===== config.mk =====
export PLATFORM = sky130hd
export DESIGN_NAME = pinchg_irq
export DESIGN_NICKNAME = d
export VERILOG_FILES = /design/src/rtl/pinchg_pkg.sv /design/src/rtl/pinchg_sync.sv /design/src/rtl/pinchg_group.sv /design/src/rtl/pinchg_irq.sv
export SDC_FILE = /design/constraint.sdc
export NUM_CORES = 1
export LEC_CHECK = 0
export ABC_AREA = 1
export BUFFER_PORTS_ARGS = -buffer_cell sky130_fd_sc_hd__buf_2
export CORE_ASPECT_RATIO = 0.7
export CORE_MARGIN = 4
export CORE_UTILIZATION = 25
export DETAILED_ROUTE_END_ITERATION = 10
export PLACE_DENSITY = 0.4
export SLEW_MARGIN = 10
export SYNTH_ARGS = -nofsm -noshare
export SYNTH_HDL_FRONTEND = slang
export SYNTH_SLANG_ARGS = --single-unit

===== constraint.sdc =====
create_clock -name clk -period 0.8 [get_ports clk]
set_clock_uncertainty 0.05 [all_clocks]
set_input_delay 0.12 -clock clk [delete_from_list [all_inputs] [get_ports clk]]
set_output_delay 0.12 -clock clk [all_outputs]
set_load 0.02 [all_outputs]

===== src/rtl/pinchg_pkg.sv =====
package pinchg_pkg;

    localparam int NPIN  = 18;
    localparam int NGRP  = 3;
    localparam int MASKW = 8;

    // lowest pin index owned by a group
    function automatic int grp_lo(input int g);
        case (g)
            0:       return 0;
            1:       return 8;
            default: return 11;
        endcase
    endfunction

    // number of pins owned by a group
    function automatic int grp_w(input int g);
        case (g)
            0:       return 8;
            1:       return 3;
            default: return 7;
        endcase
    endfunction

    typedef struct packed {
        logic [NPIN-1:0] cap;
        logic [NPIN-1:0] syn;
        logic [NPIN-1:0] hist;
    } pin_pipe_t;

    typedef struct packed {
        logic set_q;
        logic flag_q;
    } grp_state_t;

endpackage


===== src/rtl/pinchg_sync.sv =====
module pinchg_sync
    import pinchg_pkg::*;
(
    input  logic            clk,
    input  logic            rst,
    input  logic [NPIN-1:0] pin_i,
    output logic [NPIN-1:0] toggle_o
);

    pin_pipe_t pipe_q;

    always_ff @(posedge clk) begin
        if (rst) begin
            // preload every stage with the live pins: no edge after reset
            pipe_q.cap  <= pin_i;
            pipe_q.syn  <= pin_i;
            pipe_q.hist <= pin_i;
        end else begin
            pipe_q.cap  <= pin_i;
            pipe_q.syn  <= pipe_q.cap;
            pipe_q.hist <= pipe_q.syn;
        end
    end

    assign toggle_o = pipe_q.syn ^ pipe_q.hist;

endmodule


===== src/rtl/pinchg_group.sv =====
module pinchg_group
    import pinchg_pkg::*;
#(
    parameter int W = 8
) (
    input  logic         clk,
    input  logic         rst,
    input  logic [W-1:0] toggle_i,
    input  logic         mask_we_i,
    input  logic [W-1:0] mask_wdata_i,
    input  logic         clr_i,
    input  logic         en_i,
    output logic         set_o,
    output logic         flag_o,
    output logic         irq_o
);

    logic [W-1:0] mask_q;
    grp_state_t   st_q;

    always_ff @(posedge clk) begin
        if (rst) begin
            mask_q <= '0;
        end else if (mask_we_i) begin
            mask_q <= mask_wdata_i;
        end
    end

    always_ff @(posedge clk) begin
        if (rst) begin
            st_q <= '0;
        end else begin
            st_q.set_q  <= |(toggle_i & mask_q);
            // a set pulse takes precedence over a clear in the same cycle
            st_q.flag_q <= (st_q.flag_q & ~clr_i) | st_q.set_q;
        end
    end

    assign set_o  = st_q.set_q;
    assign flag_o = st_q.flag_q;
    assign irq_o  = st_q.flag_q & en_i;

endmodule


===== src/rtl/pinchg_irq.sv =====
module pinchg_irq
    import pinchg_pkg::*;
(
    input  logic             clk,
    input  logic             rst,
    input  logic [NPIN-1:0]  pin_in,
    input  logic [NGRP-1:0]  mask_we_i,
    input  logic [MASKW-1:0] mask_wdata_i,
    input  logic [NGRP-1:0]  flag_clr_i,
    input  logic [NGRP-1:0]  irq_en_i,
    output logic [NGRP-1:0]  flag_o,
    output logic [NGRP-1:0]  irq_o
);

    logic [NPIN-1:0] toggle;
    logic [NGRP-1:0] set_pulse;

    pinchg_sync u_sync (
        .clk      (clk),
        .rst      (rst),
        .pin_i    (pin_in),
        .toggle_o (toggle)
    );

    for (genvar g = 0; g < NGRP; g++) begin : g_grp
        localparam int LO = grp_lo(g);
        localparam int W  = grp_w(g);

        pinchg_group #(.W(W)) u_grp (
            .clk          (clk),
            .rst          (rst),
            .toggle_i     (toggle[LO +: W]),
            .mask_we_i    (mask_we_i[g]),
            .mask_wdata_i (mask_wdata_i[W-1:0]),
            .clr_i        (flag_clr_i[g]),
            .en_i         (irq_en_i[g]),
            .set_o        (set_pulse[g]),
            .flag_o       (flag_o[g]),
            .irq_o        (irq_o[g])
        );
    end

endmodule


* Yosys cells after proc, flatten, opt, wreduce, memory -nomap -nowiden *
Cells that the tools add are included.

cells by class
  multiplexer cells = 1
  bitwise operators = 16
  reductions and logical operators = 3

operator list
  operator          number
  $mux W36          1
  $xor A18 B18 Y18  1
  $and A8 B8 Y8     1
  $reduce_or A8 Y1  1
  $and A7 B7 Y7     1
  $reduce_or A7 Y1  1
  $and A1 B1 Y1     6
  $and A3 B3 Y3     1
  $not A1 Y1        3
  $or A1 B1 Y1      3
  $reduce_or A3 Y1  1

word-level totals
  input port bits = 37
  bits in registers = 78
  output and inout port bits = 6

* Longest topological paths before layout *
Gate-level depths: netlist of the first run.

  word-level depth = 3
  mapped depth = 6
  mapped depth without buffers = 6

* Cells and area by module *
A second synthesis of the first run with hierarchy kept.

unflattened totals
  cells, all modules = 376
  area total of the unflattened synthesis = 2,845.2 µm²

by module, submodules not included
  module                         instances  cells each  area each (µm²)  seq. area each (µm²)
  pinchg_sync                    1          240         1,828.0          1,081.0
  pinchg_group (g_grp[0].u_grp)  1          57          435.4            200.2
  pinchg_group (g_grp[2].u_grp)  1          52          392.9            180.2
  pinchg_group (g_grp[1].u_grp)  1          27          188.9            100.1

* Worst setup path after synthesis of the first run *
OpenSTA, ideal clock, no wires.

  path type = reg-to-reg
  start = register u_sync.pipe_q[26] (netlist bit)
  end = register g_grp[1].u_grp.st_q, in the netlist g_grp[1].u_grp.set_o
  arrival time = 635 ps
  period minus slack after synthesis = 794 ps
  cell stages (with the launch flop) = 6
  buffers on the path = 0
  setup time = 109 ps
  slack = 6 ps
  path through = dfxtp_1 xor2_1 nand2_1 nand3_1 nand2_1 inv_1

on the way
  cells in the longest elaborated chain, start to end = 3

RTL lines
  what              line                RTL
  from (decl)       pinchg_sync.sv:10   pin_pipe_t pipe_q;
  $xor A18 B18 Y18  pinchg_sync.sv:25   assign toggle_o = pipe_q.syn ^ pipe_q.hist;
  $and A3 B3 Y3     pinchg_group.sv:33  st_q.set_q <= |(toggle_i & mask_q);
  $reduce_or A3 Y1  pinchg_group.sv:33
  to (decl)         pinchg_group.sv:19  grp_state_t st_q;

Every way passes these cells.
A chain may end at the register's enable or synchronous reset.

* Worst setup path in the final report of the first run *
  start = register g_grp[1].u_grp.st_q, in the netlist g_grp[1].u_grp.flag_o
  end = output port flag_o[1]

RTL lines
  what       line              RTL
  to (decl)  pinchg_irq.sv:11  output logic [NGRP-1:0] flag_o,

No word-level cell between the ends.

==> results of run 1 <==
==> layer usage <==
layer  wire (µm)  vias up  global-route usage [%]
li1            -     1167                       -
met4          48        0                    3.67
met3         320        5                    4.37
met1        2990      965                    13.3
met5           0        -                       0
met2        2300       47                    14.5
==> cell usage after synthesis <==
master	instances
buf_4	7
inv_1	38
clkbuf_2	1
buf_6	5
nand3_1	15
inv_8	1
a21oi_1	5
o21ai_1	12
dfxtp_1	78
nand2_1	106
buf_8	1
xor2_1	3
nor2_1	45
o21ai_0	20
==> flip-flops by register name (all words and copies together), names as in the netlist <==
| signal | cells |
|---|---|
| g_grp.u_grp.set_o | 3 |
| g_grp.u_grp.flag_o | 3 |
| u_sync.pipe_q | 54 |
| g_grp.u_grp.mask_q | 18 |
==> worst max-delay path, cell delays in order, from the launching register on <==
cell     delay [ns]
dfxtp_2        0.33
buf_4          0.13
buf_6          0.12
==> power breakdown <==
part	leakage [nW]	internal (mW)	switching (mW)	total, mW
combinational	1.01	0.441	0.471	0.911
sequential	0.657	4.21	0.148	4.36
clock	0.128	2.14	1.42	3.55
total	1.80	6.79	2.03	8.82
==> cell families (layout without fill, tap and decap cells) <==
| logic type | count (synthesis) | after routing |
|---|---|---|
| AO/OA/AOI/OAI | 37 | 37 |
| buffers and inverters | 53 | 129 |
| flip-flops | 78 | 78 |
| XOR/XNOR | 3 | 3 |
| AND/OR/NAND/NOR | 166 | 166 |
==> final cells by class <==
| cell class | instances | area [µm²] | area share [%] |
|---|---|---|---|
| Clock buffer | 12 | 246 | 6.76 |
| Clock inverter | 2 | 10.0 | 0.274 |
| Inverter | 39 | 154 | 4.22 |
| Multi-Input combinational cell | 206 | 922 | 25.3 |
| Sequential cell | 78 | 1590 | 43.5 |
| Tap cell | 132 | 165 | 4.53 |
| Timing Repair Buffer | 76 | 563 | 15.4 |
==> path summary, 6_finish.rpt <==
path	startpoint	end	slack (ns)
max reg2reg	u_sync.pipe_q[24]	g_grp[0].u_grp.set_o	-0.09
min	mask_wdata_i[6]	g_grp[2].u_grp.mask_q[6]	0.01
min reg2reg	u_sync.pipe_q[51]	u_sync.pipe_q[33]	0.37
max	g_grp[1].u_grp.flag_o	flag_o[1]	-0.27
==> what timing repair did <==
item                                    in CTS  in global routing
hold buffers                                20                  0
resized for setup                           20                 49
setup buffers                                1                  1
pin swaps                                    9                 11
endpoints found under the setup margin       9                 16
endpoints found under the hold margin       56                  0
==> metrics, run 1 <==
status finished, violations left; violated checks setup timing; commonest cells after routing, fill and taps aside nand2_1 (95), dfxtp_1 (58), nor2_1 (41); total placed cells including tap cells 510; IO Pins 43; worst hold slack 0.0137 ns; Fmax 933 MHz; drt drc 0; Clock Latency Late Sink 0.33 ns; largest net degree at the start of global routing 42; crit-path max FO 3; Max IR drop VDD 0.966 mV; Post-Layout Cell Count 545; Final Util 35.0%; xor/xnor share of the synthesized area less than 1%; Post-Route WL 5.66 mm; CTS buffer count 9; largest family of logic cells by synthesized area simple AND/OR/NAND/NOR gates; leading area contributor after synthesis dfxtp_1; Max Root-Sink Buffers 2; row count 31; arrival time at the worst endpoint 0.90 ns; Yosys reg bits 78; Final Setup Violations 9; distinct cell type count after synthesis 14; syn avg cell area 8.00 µm²; Synth Area in Adders 0%; Synth Area in Compound Gates 6.86%; Final ANT Viol Nets 0; max-slew headroom at the worst pin between 80 and 90%; dpl hpwl 3.90 mm; fin crit period 1.07 ns; Hold Path Class in2reg; RSZ-0062 raised after global routing yes; MaxCap Viol Count 0; area delta synth->final 35.2%; Yosys top cell area share 57.9%; mapped cell area 2700 µm²; initial antenna violation count 0; Worst EP required approximately 0.63 ns; vias in the first global route 2089; pre-CTS WS -0.152 ns; Slew Limit Fails 0; Port Buffers 42; initial DRC count 70; Initial Util 25.9%; CTS Sinks 78; DIE HEIGHT 94.9 µm; post-synthesis cell count 337; total global routing overflow 0; setup TNS -1.56 ns; Hold Fails Final Rpt 0; first-pass GRT wire length 9.73 mm; vias 2184; Seq/Total Area, Yosys roughly 58%; cell area after layout 3650 µm²; mux cell area share after synthesis 0%; Tcrit/Tclk final 134%; Pleak 1.80 nW; CTS tree yes; most common cell after layout, fill and taps aside nand2_1; Syn Nets roughly 370; share of layout cells above drive strength 1 30.0%; setup ws final -0.271 ns; Synth area leaders dfxtp_1 (58%), nand2_1 (15%), nor2_1 (6.3%); Power Total 8.82 mW; DRT Pass-1 Iters 4; GRT Util Overall 10.1%; via density per instance 4.01; Die Width 132 µm; Core Area 10400 µm²; routed len/inst 10.4 µm; Worst setup EP type output port; CP startpoint kind flip-flop; Filler cells 1107; PD cells 2420 nW/µm²; RD Place Congestion 0.723; Reg2Reg Depth 6; Die Area roughly 13000 µm²; depth of the worst hold-timing path 3; Post-DP Area approximately 3100 µm²; CTS clock-pin slew for the worst setup and hold paths 0.05 ns; simple-gate portion of the synthesized area 23.8%; H-tree levels 3; Slew @ Worst Pin ~0.26 ns; Root Buffer clkbuf_16; WS Path Type reg2out; Yosys warning count 0; net total in the final layout 447; # diodes 0
Power figures use the tool's default switching activity.
==> run 2: changes to the inputs <==
==> constraint.sdc (replaced) <==
create_clock -name clk -period 0.8 [get_ports clk]
set_clock_uncertainty 0.05 [all_clocks]
set_input_delay 0.04 -clock clk [delete_from_list [all_inputs] [get_ports clk]]
set_output_delay 0.04 -clock clk [all_outputs]
set_load 0.02 [all_outputs]
==> metrics, run 2 (synthesized netlist as in run 1, its figures left out) <==
status finished, violations left; violated checks setup timing; Clock Latency Late Sink 0.33 ns; sw frac 22.8%; PD cells 2460 nW/µm²; CTS buffer count 9; Max Root-Sink Buffers 2; # diodes 0; initial DRC count 64; fin crit period 0.984 ns; max reg flops 54; Core Area 10400 µm²; CTS Sinks slightly below 80; Tcrit/Tclk final 123%; CP startpoint g_grp[0].u_grp.flag_o; Final Util approximately 36%; worst reg2reg path endpoint g_grp[2].u_grp.set_o; Pleak approximately 1.8 nW; Post-Route WL 5.77 mm; CTS tree yes; depth of the worst hold-timing path 3; Max IR drop VDD approximately 0.99 mV; worst hold slack 0.00869 ns; row count 31; Power Total 9.23 mW; Final Setup Violations 9; vias in the first global route 2204; crit-path max FO 3; Hold Fails Final Rpt 0; hold_sp mask_we_i[2]; Port Buffers 42; routed len/inst between 10 and 15 µm; DIE HEIGHT between 90 and 100 µm; DRT Pass-1 Iters 4; share of layout cells above drive strength 1 27.8%; Die Area ~13000 µm²; Die Width 132 µm; most common cell after layout, fill and taps aside nand2_1; dpl hpwl 3.94 mm; Root Buffer clkbuf_16; RSZ-0062 raised after global routing yes; Worst EP required 0.71 ns; total global routing overflow 0; P_sw 2.11 mW; Clk network pwr share ~43%; RD Place Congestion between 0.7 and 0.8; Biggest register u_sync.pipe_q; Fmax 1020 MHz; arrival time at the worst endpoint 0.89 ns; Logic pwr share just over 10%; commonest cells after routing, fill and taps aside nand2_1 (100), dfxtp_1 (57), nor2_1 (42); Worst setup EP type output port; Top Registers u_sync.pipe_q (54), g_grp.u_grp.mask_q (18); Slew @ Worst Pin 0.252 ns; setup ws final -0.184 ns; Reg2Reg Depth 6; Final ANT Viol Nets 0; pre-CTS WS -0.158 ns; drt drc 0; total placed cells including tap cells 506; Hold Path Class in2reg; MaxCap Viol Count 0; GRT Util Overall 10.6%; WS Path Type reg2out; sequential share of power between 40% and 50%; via density per instance 4.00; Post-Layout Cell Count between 500 and 600; Int Power 7.13 mW; Reg2Reg Setup Slack -0.11 ns; largest net degree at the start of global routing 42; initial antenna violation count 0; Worst Hold Endpoint g_grp[2].u_grp.mask_q[1]; vias approximately 2200; net total in the final layout roughly 450; CP startpoint kind flip-flop; IO Pins 43; CTS clock-pin slew for the worst setup and hold paths 0.06 ns; Slew Limit Fails 0; H-tree levels 3; Initial Util 25.9%; area delta synth->final 39.1%; first-pass GRT wire length between 10 and 15 mm; Critical R2R Launch u_sync.pipe_q[34]; max-slew headroom at the worst pin between 80% and 90%
[run 2: cell types whose count changed in the layout (fill, tap and decap cells not counted), sizes merged]
cell | previous run | this run
dlygate4sd3 | 20 | 31
buf | 56 | 52
clkbuf | 12 | 10
clkinv | 2 | 4
bufinv | 0 | 1
[run 2: area by class of cell]
type	instances	area (µm²)
well taps	132	165
flip-flops and latches	78	1590
multi-input cells	206	903
clock inverters	5	50.0
repair buffers	83	649
fillers	1091	6680
clock buffers	10	239
inverters	39	154
[run 2: how the worst max path moves through the flow]
| stage | to | slack (ns) |
|---|---|---|
| floorplan | g_grp[1].u_grp.set_o | 0.006 |
| global placement | g_grp[0].u_grp.set_o | -0.14 |
| detailed placement | g_grp[0].u_grp.set_o | -0.16 |
| CTS | irq_o[0] | -0.20 |
| global route | irq_o[1] | -0.24 |
| finish | irq_o[0] | -0.18 |
[run 2: stage by stage]
step | instance area (µm²) | setup TNS [ns]
floorplan | 2700 | 0
global placement | 3020 | -0.318
detailed placement | 3020 | -0.352
CTS | 3700 | -1.19
global route | 3750 | -1.50
finish | 3750 | -1.02
[run 2: repair_timing]
action                                  CTS  global route
gates resized for setup                  31            35
hold endpoints to repair                 75             0
endpoints found under the setup margin    9            12
gates cloned                              0             0
buffers inserted                          2             1
pin swaps                                12            15
hold buffers                             31             0
[run 2: power groups by stage]
| stage | Combinational [mW] | Clock, mW | Sequential (mW) |
|---|---|---|---|
| 2_1_floorplan | 0.520 | 0 | 4.37 |
| 3_3_place_gp | 0.741 | 0 | 4.40 |
| 3_5_place_dp | 0.749 | 0 | 4.41 |
| 4_1_cts | 0.917 | 4.11 | 4.34 |
| 5_1_grt | 1.09 | 4.28 | 4.40 |
| 6_report | 0.932 | 3.95 | 4.36 |
[run 2: worst max-delay path, stage by stage, from the launching register on]
cell and delay (ns):
dfxtp_4 0.36, nand2_1 0.05, inv_1 0.06, buf_6 0.11
[run 2: routing by layer]
metal  vias up  part of all wire (%)  GRT usage (%)
met5         -                     0              0
met4         0                   1.6           3.67
met3         9                   7.0           4.58
met2        50                    40           15.8
met1       971                    51           13.8
li1       1182                     -              -
